--- src/rtl/wrf_pkg.sv ---
package wrf_pkg;

    // Sequencing of one indirect access
    typedef enum logic [1:0] {
        IND_IDLE   = 2'd0,
        IND_FETCH  = 2'd1,
        IND_ACCESS = 2'd2
    } ind_state_e;

    // RAM read port assignment
    localparam int RP_REG = 0;
    localparam int RP_DIR = 1;
    localparam int RP_IND = 2;
    localparam int RP_NUM = 3;

    // RAM write port assignment; a higher index wins on the same byte
    localparam int WP_REG = 0;
    localparam int WP_DIR = 1;
    localparam int WP_IND = 2;
    localparam int WP_NUM = 3;

endpackage

--- src/rtl/wrf_bank_ctl.sv ---
module wrf_bank_ctl #(
    parameter int BANK_W = 2,
    parameter int IDX_W  = 3,
    parameter int AW     = 7
) (
    input  logic              clk,
    input  logic              rst_n,
    input  logic              bank_wr_en,
    input  logic [BANK_W-1:0] bank_wr_val,
    input  logic [IDX_W-1:0]  rd_idx,
    input  logic [IDX_W-1:0]  wr_idx,
    input  logic              ptr_sel,
    output logic [BANK_W-1:0] bank_q,
    output logic [AW-1:0]     rd_addr,
    output logic [AW-1:0]     wr_addr,
    output logic [AW-1:0]     ptr_addr
);

    localparam int REG_AW = BANK_W + IDX_W;

    logic [IDX_W-1:0] ptr_idx;

    always_ff @(posedge clk or negedge rst_n) begin
        if (!rst_n) begin
            bank_q <= '0;
        end else if (bank_wr_en) begin
            bank_q <= bank_wr_val;
        end
    end

    assign ptr_idx = {{(IDX_W-1){1'b0}}, ptr_sel};

    // Register byte address: zero-extended {bank, index}
    assign rd_addr  = AW'({bank_q, rd_idx});
    assign wr_addr  = AW'({bank_q, wr_idx});
    assign ptr_addr = AW'({bank_q, ptr_idx});

    // Register space must fit into the RAM
    initial begin
        if (REG_AW > AW) $error("register space exceeds RAM address width");
    end

endmodule

--- src/rtl/wrf_ram.sv ---
module wrf_ram #(
    parameter int DW  = 8,
    parameter int AW  = 7,
    parameter int NRD = 3,
    parameter int NWR = 3
) (
    input  logic          clk,
    input  logic          rst_n,
    input  logic [AW-1:0] raddr [NRD],
    output logic [DW-1:0] rdata [NRD],
    input  logic          we    [NWR],
    input  logic [AW-1:0] waddr [NWR],
    input  logic [DW-1:0] wdata [NWR]
);

    localparam int DEPTH = 1 << AW;

    logic [DW-1:0] mem_q [DEPTH];

    // Later ports in the loop override earlier ones on the same byte
    always_ff @(posedge clk or negedge rst_n) begin
        if (!rst_n) begin
            for (int i = 0; i < DEPTH; i++) begin
                mem_q[i] <= '0;
            end
        end else begin
            for (int w = 0; w < NWR; w++) begin
                if (we[w]) begin
                    mem_q[waddr[w]] <= wdata[w];
                end
            end
        end
    end

    generate
        for (genvar r = 0; r < NRD; r++) begin : g_rd
            assign rdata[r] = mem_q[raddr[r]];
        end
    endgenerate

endmodule

--- src/rtl/wrf_ind_fsm.sv ---
module wrf_ind_fsm
    import wrf_pkg::*;
#(
    parameter int DW = 8,
    parameter int AW = 7
) (
    input  logic          clk,
    input  logic          rst_n,
    input  logic          req,
    input  logic          req_we,
    input  logic [DW-1:0] req_wdata,
    input  logic [AW-1:0] src_addr,
    input  logic [DW-1:0] ram_rdata,
    output logic [AW-1:0] ram_raddr,
    output logic          ram_we,
    output logic [AW-1:0] ram_waddr,
    output logic [DW-1:0] ram_wdata,
    output logic          busy,
    output logic          done,
    output logic          invalid,
    output logic [DW-1:0] rdata
);

    ind_state_e    state_q, state_d;
    logic          we_q;
    logic [DW-1:0] wd_q;
    logic [AW-1:0] src_q;
    logic [DW-1:0] ptr_q;
    logic          ptr_ok;
    logic          done_q, invalid_q;
    logic [DW-1:0] rdata_q;

    assign ptr_ok = (ptr_q[DW-1:AW] == '0);

    // Transition logic
    always_comb begin
        state_d = state_q;
        unique case (state_q)
            IND_IDLE:   state_d = req ? IND_FETCH : IND_IDLE;
            IND_FETCH:  state_d = IND_ACCESS;
            IND_ACCESS: state_d = IND_IDLE;
            default:    state_d = IND_IDLE;
        endcase
    end

    // State register
    always_ff @(posedge clk or negedge rst_n) begin
        if (!rst_n) begin
            state_q <= IND_IDLE;
        end else begin
            state_q <= state_d;
        end
    end

    // Captured command and registered outputs
    always_ff @(posedge clk or negedge rst_n) begin
        if (!rst_n) begin
            we_q      <= 1'b0;
            wd_q      <= '0;
            src_q     <= '0;
            ptr_q     <= '0;
            done_q    <= 1'b0;
            invalid_q <= 1'b0;
            rdata_q   <= '0;
        end else begin
            done_q    <= 1'b0;
            invalid_q <= 1'b0;
            unique case (state_q)
                IND_IDLE: begin
                    if (req) begin
                        we_q  <= req_we;
                        wd_q  <= req_wdata;
                        src_q <= src_addr;
                    end
                end
                IND_FETCH: begin
                    ptr_q <= ram_rdata;
                end
                IND_ACCESS: begin
                    done_q    <= 1'b1;
                    invalid_q <= !ptr_ok;
                    if (ptr_ok && !we_q) begin
                        rdata_q <= ram_rdata;
                    end
                end
                default: begin
                end
            endcase
        end
    end

    assign ram_raddr = (state_q == IND_FETCH) ? src_q : ptr_q[AW-1:0];
    assign ram_we    = (state_q == IND_ACCESS) && we_q && ptr_ok;
    assign ram_waddr = ptr_q[AW-1:0];
    assign ram_wdata = wd_q;
    assign busy      = (state_q != IND_IDLE);
    assign done      = done_q;
    assign invalid   = invalid_q;
    assign rdata     = rdata_q;

endmodule

--- src/rtl/wrf_banked_regs.sv ---
module wrf_banked_regs
    import wrf_pkg::*;
#(
    parameter int DATA_W = 8,
    parameter int IDX_W  = 3,
    parameter int BANK_W = 2,
    parameter int RAM_AW = 7,
    localparam int DIR_AW = BANK_W + IDX_W
) (
    input  logic              clk,
    input  logic              rst_n,
    input  logic              bank_wr_en,
    input  logic [BANK_W-1:0] bank_wr_val,
    output logic [BANK_W-1:0] cur_bank,
    input  logic [IDX_W-1:0]  rd_idx,
    output logic [DATA_W-1:0] rd_data,
    input  logic              wr_en,
    input  logic [IDX_W-1:0]  wr_idx,
    input  logic [DATA_W-1:0] wr_data,
    input  logic [DIR_AW-1:0] dir_addr,
    input  logic              dir_we,
    input  logic [DATA_W-1:0] dir_wdata,
    output logic [DATA_W-1:0] dir_rdata,
    input  logic              ind_req,
    input  logic              ind_sel,
    input  logic              ind_we,
    input  logic [DATA_W-1:0] ind_wdata,
    output logic              ind_busy,
    output logic              ind_done,
    output logic              ind_invalid,
    output logic [DATA_W-1:0] ind_rdata
);

    logic [RAM_AW-1:0] reg_rd_addr, reg_wr_addr, ptr_src_addr;
    logic [RAM_AW-1:0] rp_addr [RP_NUM];
    logic [DATA_W-1:0] rp_data [RP_NUM];
    logic              wp_en   [WP_NUM];
    logic [RAM_AW-1:0] wp_addr [WP_NUM];
    logic [DATA_W-1:0] wp_data [WP_NUM];

    logic [RAM_AW-1:0] ind_raddr, ind_waddr;
    logic              ind_wen;
    logic [DATA_W-1:0] ind_wval;
    logic [DATA_W-1:0] rd_data_q, dir_rdata_q;

    wrf_bank_ctl #(
        .BANK_W (BANK_W),
        .IDX_W  (IDX_W),
        .AW     (RAM_AW)
    ) bank_i (
        .clk         (clk),
        .rst_n       (rst_n),
        .bank_wr_en  (bank_wr_en),
        .bank_wr_val (bank_wr_val),
        .rd_idx      (rd_idx),
        .wr_idx      (wr_idx),
        .ptr_sel     (ind_sel),
        .bank_q      (cur_bank),
        .rd_addr     (reg_rd_addr),
        .wr_addr     (reg_wr_addr),
        .ptr_addr    (ptr_src_addr)
    );

    wrf_ind_fsm #(
        .DW (DATA_W),
        .AW (RAM_AW)
    ) ind_i (
        .clk       (clk),
        .rst_n     (rst_n),
        .req       (ind_req),
        .req_we    (ind_we),
        .req_wdata (ind_wdata),
        .src_addr  (ptr_src_addr),
        .ram_rdata (rp_data[RP_IND]),
        .ram_raddr (ind_raddr),
        .ram_we    (ind_wen),
        .ram_waddr (ind_waddr),
        .ram_wdata (ind_wval),
        .busy      (ind_busy),
        .done      (ind_done),
        .invalid   (ind_invalid),
        .rdata     (ind_rdata)
    );

    // Read port wiring
    assign rp_addr[RP_REG] = reg_rd_addr;
    assign rp_addr[RP_DIR] = RAM_AW'(dir_addr);
    assign rp_addr[RP_IND] = ind_raddr;

    // Write port wiring, lowest priority first
    assign wp_en[WP_REG]   = wr_en;
    assign wp_addr[WP_REG] = reg_wr_addr;
    assign wp_data[WP_REG] = wr_data;
    assign wp_en[WP_DIR]   = dir_we;
    assign wp_addr[WP_DIR] = RAM_AW'(dir_addr);
    assign wp_data[WP_DIR] = dir_wdata;
    assign wp_en[WP_IND]   = ind_wen;
    assign wp_addr[WP_IND] = ind_waddr;
    assign wp_data[WP_IND] = ind_wval;

    wrf_ram #(
        .DW  (DATA_W),
        .AW  (RAM_AW),
        .NRD (RP_NUM),
        .NWR (WP_NUM)
    ) ram_i (
        .clk   (clk),
        .rst_n (rst_n),
        .raddr (rp_addr),
        .rdata (rp_data),
        .we    (wp_en),
        .waddr (wp_addr),
        .wdata (wp_data)
    );

    // Registered read ports sample the byte before this edge's writes
    always_ff @(posedge clk or negedge rst_n) begin
        if (!rst_n) begin
            rd_data_q   <= '0;
            dir_rdata_q <= '0;
        end else begin
            rd_data_q   <= rp_data[RP_REG];
            dir_rdata_q <= rp_data[RP_DIR];
        end
    end

    assign rd_data   = rd_data_q;
    assign dir_rdata = dir_rdata_q;

endmodule

--- config.mk ---
export PLATFORM = sky130hd
export DESIGN_NAME = wrf_banked_regs
export DESIGN_NICKNAME = d
export VERILOG_FILES = /design/src/rtl/wrf_pkg.sv /design/src/rtl/wrf_bank_ctl.sv /design/src/rtl/wrf_ram.sv /design/src/rtl/wrf_ind_fsm.sv /design/src/rtl/wrf_banked_regs.sv
export SDC_FILE = /design/constraint.sdc
export NUM_CORES = 2
export LEC_CHECK = 0
export ABC_CLOCK_PERIOD_IN_PS = 4100
export BUFFER_PORTS_ARGS = -buffer_cell sky130_fd_sc_hd__buf_2
export CORE_ASPECT_RATIO = 0.7
export CORE_MARGIN = 1.5
export CORE_UTILIZATION = 69
export DETAILED_ROUTE_END_ITERATION = 10
export PLACE_DENSITY = 0.86
export SLEW_MARGIN = 0
export SYNTH_ARGS = -nofsm -noshare
export SYNTH_HDL_FRONTEND = slang
export SYNTH_SLANG_ARGS = --single-unit
--- constraint.sdc ---
create_clock -name clk -period 4.1 [get_ports clk]
set_input_delay 0.205 -clock clk [delete_from_list [all_inputs] [get_ports clk]]
set_output_delay 0.205 -clock clk [all_outputs]
set_load 0.005 [all_outputs]
# Word level (Yosys, flattened, before mapping)
# Index checks and enable logic that the tools add are counted.
# totals
n_memories	0
mem_bits_rw	0
regBits	1074
latchBits	0
romBits	0
inputBits	45
wordCells	192
output_inout_bits	29
# op_classes
n_shift	0
add_sub_neg	0
n_bitwise	6
muxes	26
eq_ne	2
order_cmp	8
n_reduce_logical	11
div	0
n_mul	0
# op_table
op	n
1024-bit bitwise mux	3
1024-bit two-way mux	3
8-bit binary-select mux with 7-bit select	3
8-bit demux with 7-bit select	3
8-bit two-way mux	9
8-bit >= comparator (second input constant)	5
8-bit by 1-bit less-than comparator with 1-bit output (second input constant)	3
5-bit NOT with 8-bit output	3
7-bit NOT with 8-bit output	2
7-bit two-way mux	1
1-bit logical AND	6
2-bit case mux with 2 select lines	1
2-bit AND reduction	2
1-bit two-way mux	3
2-bit by 1-bit == test with 1-bit output (second input constant)	1
2-bit == test (second input constant)	1
2-bit zero test	1
2-bit nonzero test	1
1-bit zero test	1
1-bit NOT	1

# Logic depth before layout (Yosys ltp)
# logic_depth
word_depth	11
depth_mapped	14
depth_no_buf	9

# Cells and area by module
# Synthesis repeated with hierarchy kept, for this count alone.
# unflattened
cells_unflattened	7613
hier_area_um2	86905.8
# by_module_without_submodules
module	seq_area_each_um2	n_inst	cells_per_inst	area_per_inst_um2
wrf_ram	25624.6	1	7478	84772.6
wrf_ind_fsm	900.9	1	92	1495.2
wrf_banked_regs	400.4	1	17	404.1
wrf_bank_ctl	50.0	1	26	234.0

# Worst setup path after synthesis
# No wires, ideal clock.
# synth_timing
kind	register to register
from	register ind_i.state_q[1]
to	register ind_i.rdata_q[4] (netlist: ind_i.rdata[4])
path_stages_with_launch	9
required_ns	3.981
t_arrival_ns	2.313
n_path_buf	2
period_less_slack_ns	2.432
path_slack_ns	1.668
setup_ns	0.119
cell_sequence	dfrtp_1 > nand2b_1 > buf_6 > a21oi_4 > buf_4 > mux4_2 > a2111oi_0 > a211oi_1 > o21a_1
# synth_between
elab_chain_len	6
elab_cells_between_ends	8
cone_classes	eq/ne (2); mux (4); bitwise (1); reduce/logical (1)
# synth_rtl
item	line_no	text
from (decl)	wrf_ind_fsm.sv:24	ind_state_e state_q, state_d;
from (signal assigned)	wrf_ind_fsm.sv:51	state_q <= state_d;
2-bit by 1-bit == test with 1-bit output	wrf_ind_fsm.sv:92	assign ram_raddr = (state_q == IND_FETCH) ? src_q : ptr_q[AW-1:0];
7-bit two-way mux	wrf_ind_fsm.sv:92	
7-bit NOT with 8-bit output (not written as such)	wrf_ram.sv:37	assign rdata[r] = mem_q[raddr[r]];
8-bit binary-select mux with 7-bit select	wrf_ram.sv:37	
8-bit two-way mux (not written as such) (2 in series)	wrf_ram.sv:37	
to (signal assigned)	wrf_ind_fsm.sv:83	rdata_q <= ram_rdata;
to (decl)	wrf_ind_fsm.sv:31	logic [DW-1:0] rdata_q;
# Several ways; a longest one is shown, not always the timed one. The select of a mux whose other input is x is not followed.
# A chain may end at the register's enable or synchronous reset.

# Worst setup path after layout
# Same ends and word-level chain as after synthesis.

==> run_results.csv <==
group,metric,value,unit
run_status,status,"completed",
sta,fin_ws,0.223,ns
die,die_height,249,um
routing,wire_per_inst,34.6,um
setup_path,crit_path_end_kind,"flop",
die,row_count,90,
routing,drtPass1Iterations,7,
sta,skew,0.0321,ns
setup_path,rr_startpoint,"ind_i.state_q[1]",
setup_path,ff2ff_path_depth,10,
grt,grt_pass1_wl,342,mm
routing,drt_wl_total,236,mm
die,initial_core_util,69.6,%
routing,detail-route-antenna-nets,0,
sta,period_share,94.6,%
setup_path,start_kind,"flop",
finish,fin_util,75.7,%
grt,first_global_vias,49300,
clocking,cts-resized-gates,0,
logic_synthesis,async_reset_ff_share,100,%
routing,vias,52100,
finish,area_growth,8.79,%
pwr,ir_drop,0.000861,V
sta,relSlewSlack,6.37,%
sta,drv_slew,0,
logic_synthesis,syn-num-nets,5708,
hold_path,hold_depth,4,
die,core,0.0860,mm2
clocking,path_clk_slew,0.07,ns
setup_path,slowest_delay,0.58,ns
clocking,clkLatencyLatePin,0.74,ns
clocking,clockBufferDepth,3,
sta,hold_violations,0,
logic_synthesis,synth_edf_count,0,
sta,fmax,258,MHz
placement,dp.cells,6618,
hold_path,min_to,"dir_rdata[1]",
setup_path,arrival,4.56,ns
logic_synthesis,ys_ff_latch,1074,
grt,grt_max_degree,113,
setup_path,crit_path_max_fanout,35,
routing,post-route-drc-count,0,
setup_path,crit_type,"reg -> reg",
sta,worst_pin_slew,1.40,ns
job,cap_violations,0,
setup_path,worst-endpoint-required,4.78,ns
die,dieArea,0.0886,mm2
setup_path,r2r_slack,0.22,ns
sta,whs,0.152,ns
grt,antenna_found_initial,18,
logic_synthesis,yosysSeqAreaShare,44.9,%
sta,post-route-min-period,3.88,ns
finish,final_cell_mix,"dfrtp_1, nand2_1, mux2_2",
logic_synthesis,avgSynthCellArea,10.6,um2
routing,via_per_inst,7.65,
clocking,cts-root-buf,"clkbuf_16",
setup_path,timing.critical_path.from,"ind_i.state_q[1]",
clocking,cts_max_level,3,
die,pin_count,74,
placement,port_buffers,73,
pwr,power_density,609,mW/mm2
finish,finalNetCount,5631,
sta,setup_violations,0,
placement,gp_congestion,1.11,
hold_path,worstHoldStart,"dir_addr[4]",
finish,final_layout_size_suffix_gt1_share,27.5,%
logic_synthesis,netlist_instances,5663,
grt,track_usage,52.8,%
clocking,cts_buffers,100,
routing,drtIter0Drc,10100,
logic_synthesis,yosysUniqueCellTypes,86,
grt,grt.overflow.total,0,
placement,place_ws,0.461,ns
pwr,power_leakage,0.0291,uW
hold_path,hold_class,"in -> reg",
sta,fin_tns_setup,0,ns
logic_synthesis,ys_warn_count,0,
setup_path,crit_chain,"nand2b_4, inv_4, nor2_8, buf_4, o21ai_0, a21oi_1, o32ai_1, or3_1, o211ai_1, o21a_1",
logic_synthesis,synthFlopType,"dfrtp_1",
sta,rsz0062_at_grt,"no",
die,die_x,355,um
finish,mostFrequentLayoutCell,"dfrtp_1",
placement,hpwl,153,mm
setup_path,reg2reg_to,"ind_i.rdata[4]",
setup_path,cp_slowest_cell,"buf_4",
clocking,tritoncts,"yes",
finish,finalNonFillerCells,6819,
logic_synthesis,netlist_area,0.0599,mm2
clocking,cts_sinks,1074,
==> timing repair <==
item / 4_1_cts / 5_1_grt
endpoints found under the setup margin: 0 / 0
setup buffers: 0 / 0
hold buffers: 16 / 0
hold endpoints to repair: 82 / 0
==> synthesized netlist by cell type, drive strengths merged (5+ instances only) <==
master / count / share of area (%)
a2111oi: 8 / 0.12
a211o: 7 / 0.10
a211oi: 62 / 0.78
a21oi: 260 / 2.2
a221oi: 35 / 0.52
a22o: 6 / 0.088
a22oi: 59 / 0.74
a311oi: 13 / 0.19
a31oi: 51 / 0.54
and2: 16 / 0.17
and3: 18 / 0.19
and3b: 6 / 0.088
buf: 200 / 2.1
clkbuf: 290 / 1.8
dfrtp: 1074 / 45
inv: 9 / 0.061
mux2: 837 / 16
mux2i: 419 / 7.0
mux4: 155 / 5.8
nand2: 840 / 5.3
nand2b: 9 / 0.094
nand3: 281 / 2.3
nand3b: 6 / 0.075
nand4: 15 / 0.16
nor2: 258 / 1.8
nor2b: 16 / 0.17
nor3: 42 / 0.39
nor3b: 6 / 0.084
nor4: 10 / 0.10
o2111ai: 5 / 0.073
o211ai: 8 / 0.11
o21ai: 490 / 4.1
o221ai: 20 / 0.29
o22ai: 39 / 0.41
o31ai: 5 / 0.086
o32ai: 7 / 0.10
or2: 15 / 0.16
or3: 7 / 0.073
or4: 9 / 0.13
==> state kept, by name, summed over array words and instances, names as in the netlist, 2 cells and up <==
name             flops
ram_i.mem_q       1024
dir_rdata            8
ind_i.ptr_q          8
ind_i.ram_wdata      8
ind_i.rdata          8
rd_data              8
ind_i.src_q          3
bank_i.bank_q        2
ind_i.state_q        2
==> power by group <==
part	leakage [uW]	internal [uW]	switching (uW)	total (uW)
combinational	0.0133	5060	10100	15200
clock	0.00172	5690	4420	10100
sequential	0.0141	12000	2450	14400
==> routing by layer <==
metal  track usage (%)  up-vias  routed length [um]
li1                  -    20400                   -
met1              72.8    25700               86600
met2              68.8     4983               91500
met3              29.6     1049               45600
met4              19.7       32               11800
met5              1.84        -                 445
==> worst max-delay path: cells and delay by family, from the launching register on <==
kind	cells	cell delay [ns]
buffers and inverters	2	0.89
AND/OR/NAND/NOR	3	1.34
flip-flops	1	0.44
AO/OA/AOI/OAI	5	1.08
==> how the worst max path moves through the flow <==
stage	to	slack, ns	cells after the start
after CTS	ind_i.rdata[4]	0.47	10
after floorplan	ind_i.rdata[4]	1.67	8
after global routing	ind_i.rdata[4]	0.21	10
final	ind_i.rdata[4]	0.22	10
after global placement	ind_i.rdata[4]	0.61	10
after detailed placement	ind_i.rdata[4]	0.46	10
==> per-stage QoR <==
stage                     area [um2]  total power, uW
after floorplan                59900            22200
after global placement         61500            28000
after detailed placement       61500            28300
after CTS                      65100            38300
after global routing           65100            40200
final                          65200            39700
==> cells by family (layout without fill, tap and decap cells) <==
kind of cell | after synthesis | in the layout | share of synthesized area [%]
DFF | 1074 | 1074 | 44.9
AOI/OAI and AO/OA | 1113 | 1113 | 11.0
buffers and inverters | 499 | 501 | 4.00
other | 0 | 4 | 0
muxes | 1411 | 1411 | 28.6
and+or+nand+nor | 1566 | 1566 | 11.5
==> final cells by class <==
| cell class | count | area (um2) |
|---|---|---|
| flip-flops and latches | 1074 | 26900 |
| diodes | 4 | 10.0 |
| clock inverters | 31 | 404 |
| fillers | 5504 | 20900 |
| clock buffers | 150 | 3080 |
| repair buffers | 311 | 2590 |
| multi-input cells | 4090 | 30700 |
| well taps | 1150 | 1440 |
| inverters | 9 | 36.3 |
Power figures use the tool's default switching activity.
